==> src/rtl/fdiv_pkg.sv <==
package fdiv_pkg;

    typedef enum logic [1:0] {
        SSC_OFF    = 2'd0,
        SSC_CENTER = 2'd1,
        SSC_RSVD   = 2'd2,
        SSC_DOWN   = 2'd3
    } ssc_mode_e;

    localparam int RATIO_BIAS = 512;

    // Ramp direction for a quarter index: down spread rises in quarters 0,1;
    // centre spread rises in quarters 0 and 3.
    function automatic logic quarter_rises(ssc_mode_e m, logic [1:0] q);
        if (m == SSC_DOWN) return !q[1];
        return (q[1] == q[0]);
    endfunction

endpackage

==> src/rtl/fdiv_res_acc.sv <==
module fdiv_res_acc #(
    parameter int W = 15
) (
    input  logic         clk,
    input  logic         rst_n,
    input  logic         stb,
    input  logic         clr,
    input  logic         sub,
    input  logic [W-1:0] inc,
    input  logic [W-1:0] den,
    output logic         carry,
    output logic [W-1:0] acc_q
);

    typedef struct packed {
        logic [W-1:0] acc;
    } st_t;

    st_t s_d, s_q;
    logic [W:0] sum;
    logic [W:0] dif;

    always_comb begin
        s_d   = s_q;
        carry = 1'b0;
        sum   = {1'b0, s_q.acc} + {1'b0, inc};
        dif   = {1'b0, s_q.acc} - {1'b0, inc};
        if (clr || den == '0) begin
            s_d.acc = '0;
        end else if (stb) begin
            if (!sub) begin
                if (sum >= {1'b0, den}) begin
                    s_d.acc = W'(sum - {1'b0, den});
                    carry   = 1'b1;
                end else begin
                    s_d.acc = sum[W-1:0];
                end
            end else begin
                if (dif[W]) begin
                    s_d.acc = dif[W-1:0] + den;
                    carry   = 1'b1;
                end else begin
                    s_d.acc = dif[W-1:0];
                end
            end
        end
    end

    always_ff @(posedge clk) begin
        if (!rst_n) s_q <= '0;
        else        s_q <= s_d;
    end

    assign acc_q = s_q.acc;

    // residue stays below the denominator it was reduced against
    a_r3_acc_below_den: assert property (@(posedge clk) disable iff (!rst_n)
        (stb && !clr && den != '0 && s_q.acc < den && inc < den)
        |=> (s_q.acc < $past(den)));

endmodule

==> src/rtl/fdiv_ssc_phase.sv <==
module fdiv_ssc_phase #(
    parameter int NUM_W = 12
) (
    input  logic             clk,
    input  logic             rst_n,
    input  logic             stb,
    input  logic             active,
    input  logic [1:0]       mode,
    input  logic [NUM_W-1:0] steps,
    output logic             rise,
    output logic [NUM_W-1:0] cnt_q,
    output logic [1:0]       qtr_q
);
    import fdiv_pkg::*;

    typedef struct packed {
        logic [NUM_W-1:0] cnt;
        logic [1:0]       qtr;
    } st_t;

    st_t s_d, s_q;

    always_comb begin
        s_d  = s_q;
        rise = quarter_rises(ssc_mode_e'(mode), s_q.qtr);
        if (!active) begin
            s_d = '0;
        end else if (stb) begin
            if (s_q.cnt >= steps - NUM_W'(1)) begin
                s_d.cnt = '0;
                s_d.qtr = s_q.qtr + 2'd1;
            end else begin
                s_d.cnt = s_q.cnt + NUM_W'(1);
            end
        end
    end

    always_ff @(posedge clk) begin
        if (!rst_n) s_q <= '0;
        else        s_q <= s_d;
    end

    assign cnt_q = s_q.cnt;
    assign qtr_q = s_q.qtr;

endmodule

==> src/rtl/fdiv_ssc_ramp.sv <==
module fdiv_ssc_ramp #(
    parameter int FRAC_W = 15,
    parameter int NUM_W  = 12,
    parameter int STEP_W = 12,
    localparam int OFS_W = STEP_W + NUM_W + 2
) (
    input  logic                    clk,
    input  logic                    rst_n,
    input  logic                    stb,
    input  logic                    en,
    input  logic [1:0]              mode,
    input  logic [NUM_W-1:0]        steps,
    input  logic [STEP_W-1:0]       step_int,
    input  logic [FRAC_W-1:0]       step_res,
    input  logic [FRAC_W-1:0]       den,
    output logic                    active,
    output logic signed [OFS_W-1:0] ofs_q
);
    import fdiv_pkg::*;

    typedef struct packed {
        logic signed [OFS_W-1:0] ofs;
    } st_t;

    st_t s_d, s_q;
    logic              rise;
    logic              rcarry;
    logic [FRAC_W-1:0] racc;
    logic [NUM_W-1:0]  cnt;
    logic [1:0]        qtr;
    logic [OFS_W-1:0]  delta;

    assign active = en && steps != '0 &&
                    (ssc_mode_e'(mode) == SSC_CENTER || ssc_mode_e'(mode) == SSC_DOWN);

    fdiv_ssc_phase #(.NUM_W(NUM_W)) i_phase (
        .clk    (clk),
        .rst_n  (rst_n),
        .stb    (stb),
        .active (active),
        .mode   (mode),
        .steps  (steps),
        .rise   (rise),
        .cnt_q  (cnt),
        .qtr_q  (qtr)
    );

    fdiv_res_acc #(.W(FRAC_W)) i_step_res (
        .clk   (clk),
        .rst_n (rst_n),
        .stb   (stb && active),
        .clr   (!active),
        .sub   (!rise),
        .inc   (step_res),
        .den   (den),
        .carry (rcarry),
        .acc_q (racc)
    );

    always_comb begin
        s_d   = s_q;
        delta = OFS_W'(step_int) + OFS_W'(rcarry);
        if (!active) begin
            s_d.ofs = '0;
        end else if (stb) begin
            if (rise) s_d.ofs = s_q.ofs + $signed(delta);
            else      s_d.ofs = s_q.ofs - $signed(delta);
        end
    end

    always_ff @(posedge clk) begin
        if (!rst_n) s_q <= '0;
        else        s_q <= s_d;
    end

    assign ofs_q = s_q.ofs;

    // an idle cycle leaves offset, residue and phase all at zero
    a_r5_idle_clears: assert property (@(posedge clk) disable iff (!rst_n)
        !active |=> (s_q.ofs == '0 && racc == '0 && cnt == '0 && qtr == 2'd0));

    // the offset moves only on strobes
    a_r6_ofs_hold: assert property (@(posedge clk) disable iff (!rst_n)
        (active && !stb) |=> $stable(s_q.ofs));

endmodule

==> src/rtl/fdiv_ssc_top.sv <==
module fdiv_ssc_top #(
    parameter int FRAC_W = 15,
    parameter int NUM_W  = 12,
    parameter int STEP_W = 12,
    localparam int OFS_W  = STEP_W + NUM_W + 2,
    localparam int CODE_W = ((OFS_W > FRAC_W + 1) ? OFS_W : FRAC_W + 1) + 1
) (
    input  logic              clk,
    input  logic              rst_n,
    input  logic              cyc_stb,
    input  logic [FRAC_W-1:0] div_int,
    input  logic [FRAC_W-1:0] div_res,
    input  logic [FRAC_W-1:0] div_den,
    input  logic              ssc_en,
    input  logic [1:0]        ssc_mode,
    input  logic [NUM_W-1:0]  ssc_steps,
    input  logic [STEP_W-1:0] ssc_step_int,
    input  logic [FRAC_W-1:0] ssc_step_res,
    output logic [CODE_W-1:0] code_o,
    output logic              code_vld
);
    import fdiv_pkg::*;

    typedef struct packed {
        logic [CODE_W-1:0] code;
        logic              vld;
    } st_t;

    st_t s_d, s_q;
    logic                    ncarry;
    logic [FRAC_W-1:0]       nacc;
    logic                    sp_active;
    logic signed [OFS_W-1:0] sp_ofs;
    logic [CODE_W-1:0]       ofs_ext;

    fdiv_res_acc #(.W(FRAC_W)) i_nom_res (
        .clk   (clk),
        .rst_n (rst_n),
        .stb   (cyc_stb),
        .clr   (1'b0),
        .sub   (1'b0),
        .inc   (div_res),
        .den   (div_den),
        .carry (ncarry),
        .acc_q (nacc)
    );

    fdiv_ssc_ramp #(.FRAC_W(FRAC_W), .NUM_W(NUM_W), .STEP_W(STEP_W)) i_ramp (
        .clk      (clk),
        .rst_n    (rst_n),
        .stb      (cyc_stb),
        .en       (ssc_en),
        .mode     (ssc_mode),
        .steps    (ssc_steps),
        .step_int (ssc_step_int),
        .step_res (ssc_step_res),
        .den      (div_den),
        .active   (sp_active),
        .ofs_q    (sp_ofs)
    );

    always_comb begin
        s_d     = s_q;
        ofs_ext = sp_active ? {{(CODE_W-OFS_W){sp_ofs[OFS_W-1]}}, sp_ofs} : '0;
        s_d.vld = cyc_stb;
        if (cyc_stb) begin
            s_d.code = CODE_W'(div_int) + CODE_W'(RATIO_BIAS) + CODE_W'(ncarry) + ofs_ext;
        end
    end

    always_ff @(posedge clk) begin
        if (!rst_n) s_q <= '0;
        else        s_q <= s_d;
    end

    assign code_o   = s_q.code;
    assign code_vld = s_q.vld;

    // valid follows the strobe by exactly one cycle
    a_r2_vld_after_stb: assert property (@(posedge clk) disable iff (!rst_n)
        cyc_stb |=> code_vld);
    a_r2_no_spurious_vld: assert property (@(posedge clk) disable iff (!rst_n)
        !cyc_stb |=> !code_vld);
    a_r2_code_hold: assert property (@(posedge clk) disable iff (!rst_n)
        !cyc_stb |=> $stable(code_o));
    // with no denominator the nominal residue never moves
    a_r4_zero_den: assert property (@(posedge clk) disable iff (!rst_n)
        (div_den == '0) |=> (nacc == '0));

endmodule

==> config.mk <==
export PLATFORM = sky130hd
export DESIGN_NAME = fdiv_ssc_top
export DESIGN_NICKNAME = d
export VERILOG_FILES = /design/src/rtl/fdiv_pkg.sv /design/src/rtl/fdiv_res_acc.sv /design/src/rtl/fdiv_ssc_phase.sv /design/src/rtl/fdiv_ssc_ramp.sv /design/src/rtl/fdiv_ssc_top.sv
export SDC_FILE = /design/constraint.sdc
export NUM_CORES = 1
export LEC_CHECK = 0
export ABC_AREA = 1
export CAP_MARGIN = 15
export CORE_UTILIZATION = 35
export DETAILED_ROUTE_END_ITERATION = 8
export PLACE_DENSITY_LB_ADDON = 0.2
export SETUP_SLACK_MARGIN = 0.3
export SLEW_MARGIN = 20
export SYNTH_ARGS = -nofsm -noshare
export SYNTH_HDL_FRONTEND = slang
export SYNTH_SLANG_ARGS = --single-unit
==> constraint.sdc <==
create_clock -name clk -period 8.25 [get_ports clk]
set_input_delay 2.475 -clock clk [delete_from_list [all_inputs] [get_ports clk]]
set_output_delay 2.475 -clock clk [all_outputs]
set_load 0.05 [all_outputs]
After elaboration in Yosys (flattened, before gate mapping)
Cells that the tools add are included.
{"block": "totals", "ff_bits": 98, "output_inout_bits": 28, "wordCells": 60}
{"block": "classes", "addsub": 15, "order_cmp": 3, "n_eq_ne": 3, "n_mux": 18, "bitwise": 1, "reduce_logical": 13}
{"operator": "$mux 15", "count": 4}
{"operator": "$add 15x15->16", "count": 2}
{"operator": "$ge 16x15->1", "count": 2}
{"operator": "$sub 15x15->15", "count": 2}
{"operator": "$add 17x27->27", "count": 1}
{"operator": "$mux 27", "count": 1}
{"operator": "$add 26x26->26", "count": 1}
{"operator": "$mux 26", "count": 1}
{"operator": "$sub 26x26->26", "count": 1}
{"operator": "$add 16x1->17", "count": 1}
{"operator": "$add 15x10->16 const B", "count": 1}
{"operator": "$sub 15x15->16", "count": 1}
{"operator": "$add 15x15->15", "count": 1}
{"operator": "$logic_not 15->1", "count": 1}
{"operator": "$add 12x1->13", "count": 1}
{"operator": "$add 12x1->12 const B", "count": 1}
{"operator": "$ge 12x12->1", "count": 1}
{"operator": "$mux 12", "count": 1}
{"operator": "$reduce_bool 12->1", "count": 1}
{"operator": "$sub 12x1->12 const B", "count": 1}
{"operator": "$mux 1", "count": 11}
{"operator": "$reduce_and 2->1", "count": 2}
{"operator": "$reduce_or 2->1", "count": 2}
{"operator": "$logic_and 1x1->1", "count": 3}
{"operator": "7 further kinds", "count": 9}

Longest topological paths before layout
{"block": "logic_depth", "depth_word": 9, "mapped_depth": 52}

Hierarchy
Synthesis repeated with hierarchy kept, for this count alone.
{"block": "unflattened", "hier_cells": 2749, "area_unflattened_um2": 16191.8}
{"mod": "fdiv_res_acc at i_nom_res", "instances": 1, "cells_each": 768, "area_per_inst_um2": 4496.8, "seq_area_each_um2": 300.3}
{"mod": "fdiv_res_acc at i_ramp.i_step_res", "instances": 1, "cells_each": 773, "area_per_inst_um2": 4420.5, "seq_area_each_um2": 300.3}
{"mod": "fdiv_ssc_ramp", "instances": 1, "cells_each": 544, "area_per_inst_um2": 3216.8, "seq_area_each_um2": 520.5}
{"mod": "fdiv_ssc_top", "instances": 1, "cells_each": 493, "area_per_inst_um2": 2831.5, "seq_area_each_um2": 560.5}
{"mod": "fdiv_ssc_phase", "instances": 1, "cells_each": 171, "area_per_inst_um2": 1226.2, "seq_area_each_um2": 280.3}

Worst setup path after synthesis
OpenSTA, ideal clock, no wires.
{"block": "synth_path", "kind": "input to register", "start": "input port ssc_step_res[0]", "end": "register i_ramp.s_q (netlist bit i_ramp.ofs_q[23])", "setup_ns": 0.115, "arrival_time_ns": 7.881, "required_ns": 8.135, "slack_ns": 0.254, "stages": 44, "path_buffers": 1, "cell_sequence": "ha_1 -> fa_1 -> nand4_1 -> nand3_1 -> nand2_1 -> inv_1 -> a21oi_1 -> xor2_1 -> ha_1 -> nand2_1 -> nor2_1 -> nand3_1 -> nand4_1 -> nand2_1 -> nand2_1 -> nand2_1 -> nand2_4 -> nor2_4 -> [... 8 more ...] -> nor2_1 -> nor2_1 -> nand2_1 -> o21ai_2 -> xor2_1 -> inv_1 -> ha_1 -> a21o_1 -> a21oi_1 -> nand2_1 -> nand2_1 -> nand3_1 -> nand3_1 -> nand2_1 -> nand2_1 -> nand2_1 -> o21ai_0 -> inv_1"}
{"block": "synth_via", "elab_chain_len": 9, "elab_cells_between_ends": 12, "cone_classes": "5 x add/sub; 1 x order compare; 6 x mux"}
{"element": "from (decl)", "line": "fdiv_ssc_top.sv:18", "rtl": "input logic [FRAC_W-1:0] ssc_step_res,"}
{"element": "$add 15x15->16", "line": "fdiv_res_acc.sv:26", "rtl": "sum = {1'b0, s_q.acc} + {1'b0, inc};"}
{"element": "$ge 16x15->1", "line": "fdiv_res_acc.sv:32", "rtl": "if (sum >= {1'b0, den}) begin"}
{"element": "$mux 1", "line": "fdiv_res_acc.sv:32"}
{"element": "$mux 1 *", "line": "fdiv_res_acc.sv:31", "rtl": "if (!sub) begin"}
{"element": "$mux 1 *", "line": "fdiv_res_acc.sv:30", "rtl": "end else if (stb) begin"}
{"element": "$mux 1 *", "line": "fdiv_res_acc.sv:28", "rtl": "if (clr || den == '0) begin"}
{"element": "$add 12x1->13 *", "line": "fdiv_ssc_ramp.sv:62", "rtl": "delta = OFS_W'(step_int) + OFS_W'(rcarry);"}
{"element": "$sub 26x26->26 or $add 26x26->26 (tied branches)", "line": "fdiv_ssc_ramp.sv:67, fdiv_ssc_ramp.sv:66"}
{"element": "$mux 26 *", "line": "fdiv_ssc_ramp.sv:66", "rtl": "if (rise) s_d.ofs = s_q.ofs + $signed(delta);"}
{"element": "to (signal assigned)", "line": "fdiv_ssc_ramp.sv:72", "rtl": "if (!rst_n) s_q <= '0;"}
{"element": "to (signal assigned)", "line": "fdiv_ssc_ramp.sv:73", "rtl": "else s_q <= s_d;"}
{"element": "to (decl)", "line": "fdiv_ssc_ramp.sv:25", "rtl": "st_t s_d, s_q;"}
Every way passes the cells marked *; elsewhere a longest branch is shown, timed or not.
A chain may end at the register's enable or synchronous reset.

Final worst setup path
{"block": "layout_path", "start": "input port ssc_step_res[12]", "end": "register i_ramp.s_q (netlist bit i_ramp.ofs_q[25])"}
The elaborated chain is that of the path after synthesis.

==> impl_metrics.json <==
{
  "p_leak_nw": 8.830,
  "coreArea_um2": 35570,
  "ioPinCount": 118,
  "vias_per_cell": 4.983,
  "htreeDepth": 3,
  "clock_latency_ns": 0.38,
  "layout_commonest_cell": "nand2_1",
  "synth_ff_type": "dfxtp_1",
  "fin_nets": 2637,
  "timing.critical_path.mode_cell": "nand2_1",
  "setup_ws_ns": 0.5474,
  "cp.required_ns": 8.58,
  "dp_hpwl_mm": 35.17,
  "slew_violations": 0,
  "die_h_um": 192.1,
  "netlist_instances": 2064,
  "diodes": 0,
  "fin_crit_ns": 7.703,
  "final_cell_mix": "nand2_1, inv_1, buf_4",
  "total_power_mw": 2.799,
  "yosys.area.top_type_share_pct": 15.83,
  "ys_seq_elements": 98,
  "ys_async_sr_fraction_pct": 0,
  "cp-start-kind": "primary input",
  "ir_drop_mv": 0.1449,
  "dp.cells": 2799,
  "drtPass1Iterations": 5,
  "ys_warn_count": 0,
  "cts-hold-fix-buffers": 0,
  "drive_above_1_share_pct": 20.77,
  "cts_tree": "done",
  "gr-total-overflow": 0,
  "antenna_found_initial": 0,
  "worst_slew_pin_slew_ns": 0.8813,
  "dr_total_vias": 14172,
  "die_area_um2": 36890,
  "synth_top_family_by_area": "simple AND/OR/NAND/NOR gates",
  "rsz0062_at_grt": "yes",
  "max_freq_mhz": 129.8,
  "clock_path_buffers": 2,
  "arrival_ns": 8.03,
  "hp-class": "flop to flop",
  "finalHoldViolations": 0,
  "outcome": "complete, no violations",
  "synth_compound_area_share_pct": 15.81,
  "postLayoutCoreUtil_pct": 48.88,
  "cts_root_buffer": "clkbuf_16",
  "period_share_pct": 93.37,
  "gp_congestion": 0.9767,
  "post-route-cell-area_um2": 17390,
  "syn_area_per_cell_um2": 6.126,
  "yosys.area_share.simple_pct": 33.21,
  "finalNonFillerCells": 2844,
  "clock-sinks": 98,
  "routed_wl_mm": 43.48,
  "area_growth_pct": 37.49,
  "syn_nets": 2323,
  "slowest_delay_ns": 0.49,
  "maxCapViolCount": 0,
  "synth_edf_count": 0,
  "critPathMaxFanout": 7,
  "synth_cell_types": 47,
  "setup_viol": 0,
  "final.setup_skew_ns": 0.02470,
  "placed_cell_area_um2": 15680,
  "synthTopCellsByArea": "ha_1, dfxtp_1, nand2_1",
  "clk_pin_slew_worst_paths_ns": 0.09,
  "grt_pass1_wl_mm": 67.73,
  "cpMaxStageDelayCell": "clkdlybuf4s50_1",
  "grt_start_max_net_pins": 80,
  "drt_iter0_markers": 803,
  "yosysTopAreaCell": "ha_1",
  "port_buffers": 117,
  "synth-xor-area-share_pct": 7.619,
  "grt_pass1_vias": 13174,
  "powerDensity_nw_per_um2": 161.0,
  "syn_area_um2": 12640,
  "rows": 69,
  "synthAdderAreaFrac_pct": 17.26,
  "grt_use_total_pct": 23.34,
  "end_kind": "flop",
  "synth.mux.area_fraction_pct": 0,
  "wl_per_cell_um": 15.29,
  "ys_seq_area_share_pct": 15.52,
  "cts_buffers": 9,
  "pre_cts_ws_ns": -0.6543,
  "die_x_um": 192.1,
  "drc": 0,
  "path_class": "primary input to flop",
  "relSlewSlack_pct": 41.24,
  "start_util_pct": 35.55,
  "antenna_left": 0
}
==> worst paths after layout <==
path	from	end	slack, ns	depth (start not counted)
setup / recovery	ssc_step_res[12]	i_ramp.ofs_q[25]$_SDFFE_PN0P_	0.55	42
hold / removal	code_o[26]$_SDFFE_PN0P_	code_o[26]$_SDFFE_PN0P_	0.47	2
setup reg to reg	i_ramp.i_step_res.acc_q[0]$_SDFFE_PP0P_	i_ramp.ofs_q[25]$_SDFFE_PN0P_	2.29	43
hold reg to reg	code_o[26]$_SDFFE_PN0P_	code_o[26]$_SDFFE_PN0P_	0.47	2
==> flip-flops by register name, indices dropped and copies added (netlist names) <==
register and cells:
i_nom_res.acc_q 15, i_ramp.i_phase.cnt_q 12, i_ramp.i_phase.qtr_q 2, code_o 27, i_ramp.i_step_res.acc_q 15, code_vld 1
i_ramp.ofs_q 26
==> worst max-delay path: cells and delay by family <==
kind / cells / cell delay (ns)
buffers and inverters: 7 / 1.02
AOI/OAI and AO/OA: 5 / 0.93
adders and majority gates: 5 / 1.30
and+or+nand+nor: 25 / 2.29
==> area by class of cell <==
class                   count  area (um^2)
multi-input cells        1628        10480
repair buffers            347         2943
fillers                  3643        18180
clock inverters             7        95.09
inverters                 294         1109
flip-flops and latches     98         1962
well taps                 461        576.8
clock buffers               9        225.2
==> synthesized netlist by cell type (3+ instances only) <==
cell type  instances
dfxtp_1           98
xnor2_1           23
buf_2             11
a21o_1            17
nand2_1          468
a31oi_1            9
nor4_1             4
a21oi_1          175
a221oi_1           3
o211ai_1          11
nand4_1           32
fa_1               9
buf_4              9
o21ai_0          117
a211oi_1           4
nor2_2             7
nor3_1            34
and2_1             3
inv_1            287
buf_6              3
nand3_1          162
nand3_2            3
nor2_1           240
ha_1             160
o21bai_1          11
o21ai_2            3
nand3b_1           8
xor2_1            87
buf_1              3
or2_2              9
clkbuf_1          18
inv_2              7
nand2_2           10
==> cell families (layout without fill, tap and decap cells) <==
family,count (synthesis),count (layout)
xor gates and xnor gates,110,110
adders and majority gates,169,169
AOI/OAI and AO/OA,363,363
and+or+nand+nor,986,986
DFF,98,98
buffers and inverters,338,657
==> through the flow <==
step	hold WS, ns	TNS, ns
6_report	0.4719	0
5_1_grt	0.4913	0
4_1_cts	0.4741	0
3_5_place_dp	0.4633	-10.03
3_3_place_gp	0.4587	-8.107
2_1_floorplan	0.4491	0
==> layer usage <==
| metal | GRT usage (%) | share of wire (%) | vias up |
|---|---|---|---|
| met5 | 0 | 0 | - |
| met4 | 7.268 | 2.6 | 0 |
| met3 | 2.704 | 5.4 | 63 |
| met2 | 35.96 | 42 | 367 |
| met1 | 33.57 | 50 | 6354 |
| li1 | - | - | 7388 |
==> report_power, final <==
| part | leakage, nW | switching (mW) | internal [mW] |
|---|---|---|---|
| sequential | 0.802 | 0.0358 | 0.524 |
| clock | 0.150 | 0.234 | 0.245 |
| combinational | 7.88 | 1.06 | 0.701 |
==> repair_timing <==
action / CTS / global route
setup endpoints to repair: 21 / 25
gates resized for setup: 65 / 223
pin swaps: 21 / 81
gates cloned: 0 / 0
setup buffers: 5 / 24
No activity file was read; power rests on OpenSTA's default activity.
